==> src/rtl/baud_div_pkg.sv <==
package baud_div_pkg;

    typedef enum logic [1:0] {
        ST_IDLE  = 2'd0,
        ST_LOAD  = 2'd1,
        ST_COUNT = 2'd2
    } div_state_e;

endpackage

==> src/rtl/baud_div_tc_regs.sv <==
module baud_div_tc_regs #(
    parameter int CNT_W    = 16,
    parameter int BYTE_W   = 8,
    parameter int TC_RESET = 0
) (
    input  logic                      clk,
    input  logic                      rst_n,
    input  logic [CNT_W/BYTE_W-1:0]   wr_en,
    input  logic [BYTE_W-1:0]         wr_data,
    output logic [CNT_W-1:0]          tc_value
);
    localparam int HALVES = CNT_W / BYTE_W;
    localparam logic [CNT_W-1:0] RST_VAL = CNT_W'(TC_RESET);

    for (genvar g = 0; g < HALVES; g++) begin : g_half
        always_ff @(posedge clk) begin
            if (!rst_n) begin
                tc_value[g*BYTE_W +: BYTE_W] <= RST_VAL[g*BYTE_W +: BYTE_W];
            end else if (wr_en[g]) begin
                tc_value[g*BYTE_W +: BYTE_W] <= wr_data;
            end
        end

        // a strobe on another half leaves this half untouched
        p_half_isolated_r1: assert property (@(posedge clk) disable iff (!rst_n)
            !wr_en[g] |=> $stable(tc_value[g*BYTE_W +: BYTE_W]));
    end

endmodule

==> src/rtl/baud_div_counter.sv <==
module baud_div_counter #(
    parameter int CNT_W = 16
) (
    input  logic             clk,
    input  logic             rst_n,
    input  logic             load,
    input  logic             dec,
    input  logic [CNT_W-1:0] load_val,
    output logic [CNT_W-1:0] cnt,
    output logic             cnt_zero
);
    localparam logic [CNT_W-1:0] ONE = CNT_W'(1);

    always_ff @(posedge clk) begin
        if (!rst_n) begin
            cnt <= '0;
        end else if (load) begin
            cnt <= load_val;
        end else if (dec) begin
            cnt <= cnt - ONE;
        end
    end

    assign cnt_zero = (cnt == '0);

    // the counter never wraps below zero
    p_no_wrap_r5: assert property (@(posedge clk) disable iff (!rst_n)
        dec |-> !cnt_zero);

endmodule

==> src/rtl/baud_div_ctrl.sv <==
module baud_div_ctrl
    import baud_div_pkg::*;
(
    input  logic       clk,
    input  logic       rst_n,
    input  logic       run_en,
    input  logic       cnt_zero,
    output logic       cnt_load,
    output logic       cnt_dec,
    output logic       bit_clk,
    output logic       tick_pulse,
    output div_state_e state
);
    div_state_e state_d;

    // state register
    always_ff @(posedge clk) begin
        if (!rst_n) begin
            state <= ST_IDLE;
        end else begin
            state <= state_d;
        end
    end

    // next-state decode
    always_comb begin
        state_d = state;
        unique case (state)
            ST_IDLE:  state_d = run_en ? ST_LOAD : ST_IDLE;
            ST_LOAD:  state_d = run_en ? ST_COUNT : ST_IDLE;
            ST_COUNT: begin
                if (!run_en) begin
                    state_d = ST_IDLE;
                end else if (cnt_zero) begin
                    state_d = ST_LOAD;
                end else begin
                    state_d = ST_COUNT;
                end
            end
            default:  state_d = ST_IDLE;
        endcase
    end

    // counter strobes
    always_comb begin
        cnt_load = (state == ST_LOAD) && run_en;
        cnt_dec  = (state == ST_COUNT) && run_en && !cnt_zero;
    end

    // registered outputs
    always_ff @(posedge clk) begin
        if (!rst_n) begin
            bit_clk    <= 1'b1;
            tick_pulse <= 1'b0;
        end else if (!run_en) begin
            bit_clk    <= 1'b1;
            tick_pulse <= 1'b0;
        end else begin
            tick_pulse <= 1'b0;
            unique case (state)
                ST_IDLE:  bit_clk <= 1'b1;
                ST_LOAD:  bit_clk <= bit_clk;
                ST_COUNT: begin
                    if (cnt_zero) begin
                        bit_clk    <= ~bit_clk;
                        tick_pulse <= 1'b1;
                    end
                end
                default:  bit_clk <= 1'b1;
            endcase
        end
    end

    // disabled means high output and no strobe
    p_idle_high_r3: assert property (@(posedge clk) disable iff (!rst_n)
        !run_en |=> (bit_clk && !tick_pulse));

    // every strobe coincides with a change of the output
    p_pulse_toggle_r7: assert property (@(posedge clk) disable iff (!rst_n)
        tick_pulse |-> (bit_clk != $past(bit_clk)));

    // strobes are never back to back
    p_pulse_single_r7: assert property (@(posedge clk) disable iff (!rst_n)
        tick_pulse |=> !tick_pulse);

    // a zero count while running is followed by a reload
    p_reload_after_zero_r5: assert property (@(posedge clk) disable iff (!rst_n)
        (state == ST_COUNT && cnt_zero && run_en) |=> (state == ST_LOAD));

endmodule

==> src/rtl/baud_div.sv <==
module baud_div
    import baud_div_pkg::*;
#(
    parameter int CNT_W    = 16,
    parameter int BYTE_W   = 8,
    parameter int TC_RESET = 0
) (
    input  logic                    clk,
    input  logic                    rst_n,
    input  logic                    run_en,
    input  logic [CNT_W/BYTE_W-1:0] tc_wr_en,
    input  logic [BYTE_W-1:0]       tc_wr_data,
    output logic                    bit_clk,
    output logic                    tick_pulse
);
    localparam logic [CNT_W-1:0] ONE = CNT_W'(1);

    logic [CNT_W-1:0] tc_value;
    logic [CNT_W-1:0] cnt;
    logic             cnt_zero;
    logic             cnt_load;
    logic             cnt_dec;
    div_state_e       state;

    baud_div_tc_regs #(
        .CNT_W(CNT_W), .BYTE_W(BYTE_W), .TC_RESET(TC_RESET)
    ) u_tc (
        .clk(clk), .rst_n(rst_n), .wr_en(tc_wr_en),
        .wr_data(tc_wr_data), .tc_value(tc_value)
    );

    baud_div_counter #(.CNT_W(CNT_W)) u_cnt (
        .clk(clk), .rst_n(rst_n), .load(cnt_load), .dec(cnt_dec),
        .load_val(tc_value), .cnt(cnt), .cnt_zero(cnt_zero)
    );

    baud_div_ctrl u_ctrl (
        .clk(clk), .rst_n(rst_n), .run_en(run_en), .cnt_zero(cnt_zero),
        .cnt_load(cnt_load), .cnt_dec(cnt_dec), .bit_clk(bit_clk),
        .tick_pulse(tick_pulse), .state(state)
    );

    // the load cycle copies the constant held in the registers
    p_load_value_r4: assert property (@(posedge clk) disable iff (!rst_n)
        (state == ST_LOAD && run_en) |=> (cnt == $past(tc_value)));

    // a count in progress steps by one whatever is written meanwhile
    p_count_step_r6: assert property (@(posedge clk) disable iff (!rst_n)
        (state == ST_COUNT && run_en && !cnt_zero) |=> (cnt == $past(cnt) - ONE));

    // the counter holds while idle
    p_idle_hold_r3: assert property (@(posedge clk) disable iff (!rst_n)
        (state == ST_IDLE) |=> $stable(cnt));

endmodule

==> config.mk <==
export PLATFORM = sky130hd
export DESIGN_NAME = baud_div
export DESIGN_NICKNAME = d
export VERILOG_FILES = /design/src/rtl/baud_div_pkg.sv /design/src/rtl/baud_div_tc_regs.sv /design/src/rtl/baud_div_counter.sv /design/src/rtl/baud_div_ctrl.sv /design/src/rtl/baud_div.sv
export SDC_FILE = /design/constraint.sdc
export NUM_CORES = 1
export LEC_CHECK = 0
export BUFFER_PORTS_ARGS = -buffer_cell sky130_fd_sc_hd__buf_4
export CAP_MARGIN = 20
export CORE_MARGIN = 4
export CORE_UTILIZATION = 52
export CTS_BUF_LIST = sky130_fd_sc_hd__clkbuf_4 sky130_fd_sc_hd__clkbuf_8 sky130_fd_sc_hd__clkbuf_16
export CTS_CLUSTER_SIZE = 16
export DETAILED_ROUTE_END_ITERATION = 16
export HOLD_SLACK_MARGIN = 0.02
export PLACE_DENSITY = 0.74
export SYNTH_ARGS = -nofsm -noshare
export SYNTH_HDL_FRONTEND = slang
export SYNTH_HIERARCHICAL = 1
export SYNTH_SLANG_ARGS = --single-unit
==> constraint.sdc <==
create_clock -name clk -period 2.71 [get_ports clk]
set_input_delay 0.6775 -clock clk [delete_from_list [all_inputs] [get_ports clk]]
set_output_delay 0.6775 -clock clk [all_outputs]
set_load 0.01 [all_outputs]
-- Yosys cells after proc, flatten, opt, wreduce, memory -nomap -nowiden
Cells that the tools add are included.
- memory bits (read-only): 0
- latch bits: 0
- bits in writable memories: 0
- word-level logic and storage cells: 32
- flip-flop bits (word level): 36
- memories: 0
- equality and inequality tests: 3
- multiplexer cells: 10
- reductions and logical operators: 10
- multiply operators: 0
- divide/modulo/power cells: 0
- $add $sub $neg: 1
- magnitude comparators: 0
- shift operators: 0
- bitwise logic cells: 2
- operator list (cell ; count):
    2-to-1 mux 16 bit ; 2
    logical NOT 16 bit ; 1
    subtractor 16 x 1 -> 16 bit, second input constant ; 1
    2-to-1 mux 2 bit ; 3
    case mux 2 bit (3 select lines) ; 1
    AND reduction 2 bit ; 2
    logical AND 1 bit ; 3
    2-to-1 mux 1 bit ; 3
    AND reduction 3 bit ; 1
    == test 2 x 1 -> 1 bit, second input constant ; 1
    == test 2 bit, second input constant ; 1
    logical NOT 2 bit ; 1
    != test 2 x 1 -> 1 bit, second input constant ; 1
    inverter 1 bit ; 2
    case mux 1 bit (2 select lines) ; 1
    nonzero test 2 bit ; 1
    logical NOT 1 bit ; 1

-- Depth between registers and ports, before layout
Gate-level depths: netlist of the first run.
- depth after elaboration: 5
- mapped depth: 11
- mapped depth without buffers: 10

-- Modules after synthesis
The synthesis of the first run kept the hierarchy.
- by module, submodules not included (module ; area each (um^2) ; cells an instance ; instances ; sequential area each (um^2)):
    baud_div_counter ; 882.1 ; 100 ; 1 ; 320.3
    baud_div_tc_regs ; 608.1 ; 51 ; 1 ; 320.3
    baud_div_ctrl ; 165.2 ; 19 ; 1 ; 80.1

-- Worst setup path before layout of the first run
OpenSTA, ideal clock, no wires.
- kind: reg-to-reg
- from: register u_cnt.cnt[5]
- to: register u_cnt.cnt[3]
- data required time: 2594 ps
- slack: -60 ps
- stages on the path, launching flop included: 12
- clock period less this slack: 2770 ps
- arrival: 2654 ps
- setup time: 116 ps
- path through: dfxtp_1 > or4_4 > buf_6 > or4b_4 > nor3_2 > nor3b_2 > and2_2 > or4b_1 > buf_2 > xor2_1 > nand2_1 > o211a_1
- cells in the longest elaborated chain, start to end: 4
- RTL lines (item ; line ; RTL):
    from (decl) ; baud_div_counter.sv:9 ; output logic [CNT_W-1:0] cnt,
    from (signal assigned) ; baud_div_counter.sv:18 ; cnt <= load_val;
    from (signal assigned) ; baud_div_counter.sv:20 ; cnt <= cnt - ONE;
    logical NOT 16 bit ; baud_div_counter.sv:24 ; assign cnt_zero = (cnt == '0);
    via cnt_zero ; baud_div.sv:20 ; logic cnt_zero;
    logical NOT 1 bit ; baud_div_ctrl.sv:47 ; cnt_dec = (state == ST_COUNT) && run_en && !cnt_zero;
    logical AND 1 bit ; baud_div_ctrl.sv:47 ;
    via cnt_dec ; baud_div.sv:22 ; logic cnt_dec;
    nonzero test 2 bit (no source line) ; - ;
The timed path passes the listed nets, and every way through them passes these cells.
A chain may end at the register's enable or synchronous reset.

-- Worst setup path after layout of the first run
- from: register u_cnt.cnt[5]
- to: register u_cnt.cnt[4]
The elaborated chain is that of the path after synthesis.

==> results of run 1 <==
-- sequential cells by signal (all words and copies together), names as in the netlist --
register and flops:
u_ctrl/tick_pulse 1, u_tc/tc_value 16, u_ctrl/state 2, u_cnt/cnt 16, u_ctrl/bit_clk 1
-- per-layer routing --
metal / vias up / wire, um / GRT usage [%]
met4: 0 / 30 / 7.65
met3: 4 / 173 / 4.68
li1: 635 / - / -
met1: 596 / 1380 / 21.1
met5: - / 0 / 0
met2: 25 / 1550 / 28.2
-- cell type report --
class	instances	share of cell area [%]
clock buffers	6	2.37
clock inverters	2	1.85
inverters	5	0.989
multi-input cells	121	46.0
flip-flops and latches	36	38.0
well taps	44	2.90
repair buffers	20	7.92
-- final timing paths --
kind	startpoint	endpoint	slack (ns)	cells past startpoint
worst max-delay path	u_cnt/cnt[5]$_SDFFE_PN0P_	u_cnt/cnt[4]$_SDFFE_PN0P_	0.15	10
worst min-delay path	u_tc/tc_value[3]$_SDFFE_PN0P_	u_cnt/cnt[3]$_SDFFE_PN0P_	0.50	1
worst max register to register	u_cnt/cnt[5]$_SDFFE_PN0P_	u_cnt/cnt[4]$_SDFFE_PN0P_	0.15	10
worst min register to register	u_tc/tc_value[3]$_SDFFE_PN0P_	u_cnt/cnt[3]$_SDFFE_PN0P_	0.50	1
-- metrics by stage --
step | total power [mW] | hold slack (ns) | std cells
5_1_grt | 1.19 | 0.527 | 234
6_report | 1.13 | 0.504 | 234
3_3_place_gp | 0.752 | 0.475 | 225
3_5_place_dp | 0.759 | 0.476 | 225
4_1_cts | 1.13 | 0.506 | 233
2_1_floorplan | 0.714 | 0.453 | 170
-- Yosys cell counts, drive strengths merged, types with 2 or more instances --
library cell  number  area share (%)
xnor2             11             5.8
and2               2            0.83
o211a              2             1.2
a21oi             14             4.2
o31a               2             1.1
or3                2            0.76
buf                5             2.6
nor2b             17             6.4
nor2              12             2.7
o21ai             10             3.0
nor4               5             3.8
nand2              6             1.4
dfxtp             36              44
inv                4            0.91
clkbuf             3            0.68
mux2i             16             9.7
and3               2            0.76
nor3               5             2.1
or4b               2             1.4
or4                4             2.0
-- cell families after synthesis --
group           count (synthesis)  synth area share [%]
buf+inv                        13                  4.46
flops                          36                  43.5
xor+xnor                       12                  6.35
fa+ha+maj                       1                 0.756
simple gates                   60                  23.7
compound gates                 32                  11.5
mux                            16                  9.67
-- repair_timing --
item | CTS | global route
endpoints found under the hold margin | 0 | 0
hold buffers | 0 | 0
setup endpoints to repair | 0 | 9
gates resized for setup | 0 | 1
buffers inserted | 0 | 1
-- power by group through the flow --
stage | logic, mW | clock network [mW] | registers [mW]
finish | 0.167 | 0.381 | 0.581
global route | 0.184 | 0.418 | 0.585
CTS | 0.167 | 0.387 | 0.581
detailed placement | 0.166 | 0 | 0.592
global placement | 0.162 | 0 | 0.591
floorplan | 0.128 | 0 | 0.586
==> results.cfg, run 1 <==
[cts]
cts_buffer_depth = 2
tritoncts = yes
cts-root-buf = clkbuf_4
cts-htree-levels = 2
cts_made_buffers = 5
clk_latency_ns = 0.34
clk_pin_slew_ns = 0.10
cts_sinks = 36

[setup_path]
path_cells = or4_4, or4b_4, nor3_4, nor3b_2, and2_4, nand3b_1, buf_4, nor2_1, xnor2_1, a21oi_1
arrival_ns = 2.77
cp.required_ns = 2.93
path_buf_inv = 1
cp_max_fo = 6
critPathMaxStageDelay_ns = 0.54
cpMaxStageDelayCell = or4_4
start_kind = register
crit_type = register to register
cp-end-kind = register
cp_top_family = simple AND/OR/NAND/NOR gates

[layout]
nets = 203
nFillCells = 273
antenna_cells = 0
seq_area_um2 = 721
final_common_cell = dfxtp_1
design_area_um2 = 1900
synthToLayoutAreaGrowth_pct = 14.6
drive_gt1_share_pct = 21.1
multi_input_area_um2 = 872
mostFrequentLayoutCells = 36 x dfxtp_1, 20 x buf_4, 17 x nor2b_1, 16 x mux2i_1, 14 x a21oi_1
final_core_util_pct = 62.1

[power_and_ir_drop]
vdd_drop_max_mv = 0.435
net-switching-power_mw = 0.284
p_seq_share_pct = 51.5
power_density_nw_per_um2 = 595
swShare_pct = 25.2
combPwrFrac_pct = 14.8
p_clk_share_pct = 33.7
p_leak_nw = 0.771
internal_power_mw = 0.844

[drt]
ant_nets = 0
totalWireLength_um = 3140
drcViolationCount = 0
drtIter0Drc = 33
viasPerCell = 5.38
drtPass1Iterations = 4
detail_route.wl_per_cell_um = 13.4
vias = 1260

[placement]
port_buffers = 14
gp_congestion = 0.812
dpl-instance-area_um2 = 1810
dp_hpwl_um = 2300
dp_slack_ns = 0.0623

[global_route]
overflow = 0
grt_pass1_wl_um = 5580
gr-usage-all-layers_pct = 17.2
grt_pass1_vias = 1281
antenna_found_initial = 0
grt_max_degree = 33

[synth]
syn-num-nets = 184
ys_warn_count = 6
avgSynthCellArea_um2 = 9.74
synthFlopType = dfxtp_1
netlist_area_um2 = 1660
syn_inst = 170
synth_cell_types = 35
synth_async_sr_flop_share_pct = 0
synth-edff-count = 0
ys_ff_latch = 36
synth.yosys.seq_area_share_pct = 43.5

[sta]
max_clock_freq_mhz = 391
slew_viol_final = 0
finClkSkew_ns = 0.0130
hold_viol_final = 0
period_minus_slack_ns = 2.56
final_min_period_over_clock_period_pct = 94.3
setup_viol = 0
fin_ws_ns = 0.153
grt_setup_unrepaired = false
fin_tns_setup_ns = 0
tightest_slew_ns = 0.290
relSlewSlack_pct = 80.5

[die]
die_w_um = 64.4
dieArea_um2 = 4150
start_util_pct = 54.2
ios = 15
core_area_um2 = 3050
die_h_um = 64.4
num_rows = 20

[min_path]
min_path_type = register to register

[flow_run]
cap_violations = 0

[status]
outcome = complete, no violations
Power figures use the tool's default switching activity.
==> run 2, diff against run 1 <==
--- a/config.mk
+++ b/config.mk
@@ -7,13 +7,15 @@
 export LEC_CHECK = 0
 export BUFFER_PORTS_ARGS = -buffer_cell sky130_fd_sc_hd__buf_4
 export CAP_MARGIN = 20
+export CELL_PAD_IN_SITES_DETAIL_PLACEMENT = 1
+export CELL_PAD_IN_SITES_GLOBAL_PLACEMENT = 2
 export CORE_MARGIN = 4
-export CORE_UTILIZATION = 52
+export CORE_UTILIZATION = 37
 export CTS_BUF_LIST = sky130_fd_sc_hd__clkbuf_4 sky130_fd_sc_hd__clkbuf_8 sky130_fd_sc_hd__clkbuf_16
 export CTS_CLUSTER_SIZE = 16
 export DETAILED_ROUTE_END_ITERATION = 16
 export HOLD_SLACK_MARGIN = 0.02
-export PLACE_DENSITY = 0.74
+export PLACE_DENSITY_LB_ADDON = 0.1
 export SYNTH_ARGS = -nofsm -noshare
 export SYNTH_HDL_FRONTEND = slang
 export SYNTH_HIERARCHICAL = 1
==> constraint.sdc (replaced) <==
create_clock -name clk -period 2.8 [get_ports clk]
set_input_delay 0.7 -clock clk [delete_from_list [all_inputs] [get_ports clk]]
set_output_delay 0.7 -clock clk [all_outputs]
set_load 0.01 [all_outputs]
==> results.cfg, run 2 (same netlist as run 1, synthesis figures left out) <==
[drt]
drtPass1Iterations = 6
drcViolationCount = 0
viasPerCell = 5.24
totalWireLength_um = 3740
drtIter0Drc = 24
vias = 1268
detail_route.wl_per_cell_um = 15.5
ant_nets = 0

[sta]
tightest_slew_ns = 0.445
slew_viol_final = 0
max_clock_freq_mhz = 376
grt_setup_unrepaired = false
final_min_period_over_clock_period_pct = 95.0
hold_viol_final = 0
fin_tns_setup_ns = 0
relSlewSlack_pct = 70.2
setup_viol = 0
period_minus_slack_ns = 2.66
finClkSkew_ns = 0.00677
fin_ws_ns = 0.139

[global_route]
grt_pass1_wl_um = 6370
grt_pass1_vias = 1335
overflow = 0
grt_max_degree = 33
antenna_found_initial = 0
gr-usage-all-layers_pct = 14.9

[setup_path]
cp-end-kind = register
crit_type = register to register
cp_max_fo = 6
arrival_ns = 2.84
cpMaxStageDelayCell = or4_4
rrSetupSlack_ns = 0.14
endpoint = u_cnt/cnt[12]$_SDFFE_PN0P_
r2r_cells = 10
crit-reg2reg-launch = u_cnt/cnt[5]$_SDFFE_PN0P_
path_cells = or4_4, or4b_4, nor3_2, nor3b_2, and2_2, nand3b_1, buf_4, or4_1, nor2_1, o31a_1
start_kind = register
startpoint = u_cnt/cnt[5]$_SDFFE_PN0P_
critPathMaxStageDelay_ns = 0.54
r2r-end = u_cnt/cnt[12]$_SDFFE_PN0P_
cp.required_ns = 2.98

[cts]
clk_pin_slew_ns = 0.07
ctsHoldBuffers = 0
clk_latency_ns = 0.28
tritoncts = yes
cts_buffer_depth = 2
cts-root-buf = clkbuf_8
cts_made_buffers = 5
cts_sinks = 36
cts-htree-levels = 2

[placement]
dp_hpwl_um = 2740
port_buffers = 14
dp_slack_ns = 0.0545
gp_congestion = 0.795

[flow_run]
cap_violations = 0

[status]
outcome = complete, no violations

[die]
die_w_um = 74.9
die_h_um = 74.9
num_rows = 24
core_area_um2 = 4350
start_util_pct = 38.0
dieArea_um2 = 5610
ios = 15

[layout]
nets = 203
mostFrequentLayoutCells = 36 x dfxtp_1, 20 x buf_4, 17 x nor2b_1, 16 x mux2i_1, 14 x a21oi_1
final_common_cell = dfxtp_1
antenna_cells = 0
multi_input_area_um2 = 865
drive_gt1_share_pct = 21.1
nFillCells = 491
synthToLayoutAreaGrowth_pct = 15.8
largestRegisters = u_cnt/cnt: 16 flops, u_tc/tc_value: 16 flops, u_ctrl/state: 2 flops
seq_area_um2 = 721

[min_path]
min_path_type = register to register
min_path_cells = 1
holdCritStartpoint = u_tc/tc_value[3]$_SDFFE_PN0P_

[power_and_ir_drop]
vdd_drop_max_mv = 0.294
p_leak_nw = 0.776
power_density_nw_per_um2 = 584
-- run 2: worst max-delay path, delay by kind of cell, from the launching register on --
family / cells / cell delay [ns]
AO/OA/AOI/OAI: 1 / 0.25
AND/OR/NAND/NOR: 8 / 1.82
buffers and inverters: 1 / 0.14
flip-flops: 1 / 0.33
-- run 2: worst min path at each step --
stage / to / slack, ns
global route: u_cnt/cnt[3]$_SDFFE_PN0P_ / 0.52
global placement: u_cnt/cnt[3]$_SDFFE_PN0P_ / 0.47
detailed placement: u_cnt/cnt[3]$_SDFFE_PN0P_ / 0.48
CTS: u_cnt/cnt[3]$_SDFFE_PN0P_ / 0.50
finish: u_cnt/cnt[3]$_SDFFE_PN0P_ / 0.50
floorplan: u_cnt/cnt[3]$_SDFFE_PN0P_ / 0.45
-- run 2: metrics by stage --
step	total power [mW]	std cells	cell area, um^2	hold slack [ns]	utilization [%]
finish	1.12	242	1920	0.499	44.0
floorplan	0.685	170	1660	0.453	-
CTS	1.13	240	1900	0.503	43.6
detailed placement	0.733	232	1800	0.481	41.4
global placement	0.728	232	1800	0.475	41.4
global route	1.17	242	1920	0.516	44.0
-- run 2: metal layers --
metal / vias to the layer above / track usage, % / share of wire [%]
met2: 20 / 23.7 / 46
met5: - / 0 / 0
li1: 631 / - / -
met4: 0 / 5.53 / 1.5
met3: 7 / 4.01 / 3.4
met1: 610 / 19.4 / 49
-- run 2: layout make-up --
type | instances | area share [%]
Timing Repair Buffer | 20 | 7.83
Inverter | 5 | 0.979
Sequential cell | 36 | 37.6
Clock buffer | 8 | 5.09
Tap cell | 52 | 3.39
Multi-Input combinational cell | 121 | 45.1
-- run 2: timing repair --
action	4_1_cts	5_1_grt
endpoints found under the setup margin	0	8
setup buffers	0	2
gates resized for setup	0	1
-- run 2: where the power goes --
group | switching [mW] | internal (mW)
logic | 0.0822 | 0.0771
registers | 0.0226 | 0.540
clock network | 0.177 | 0.220
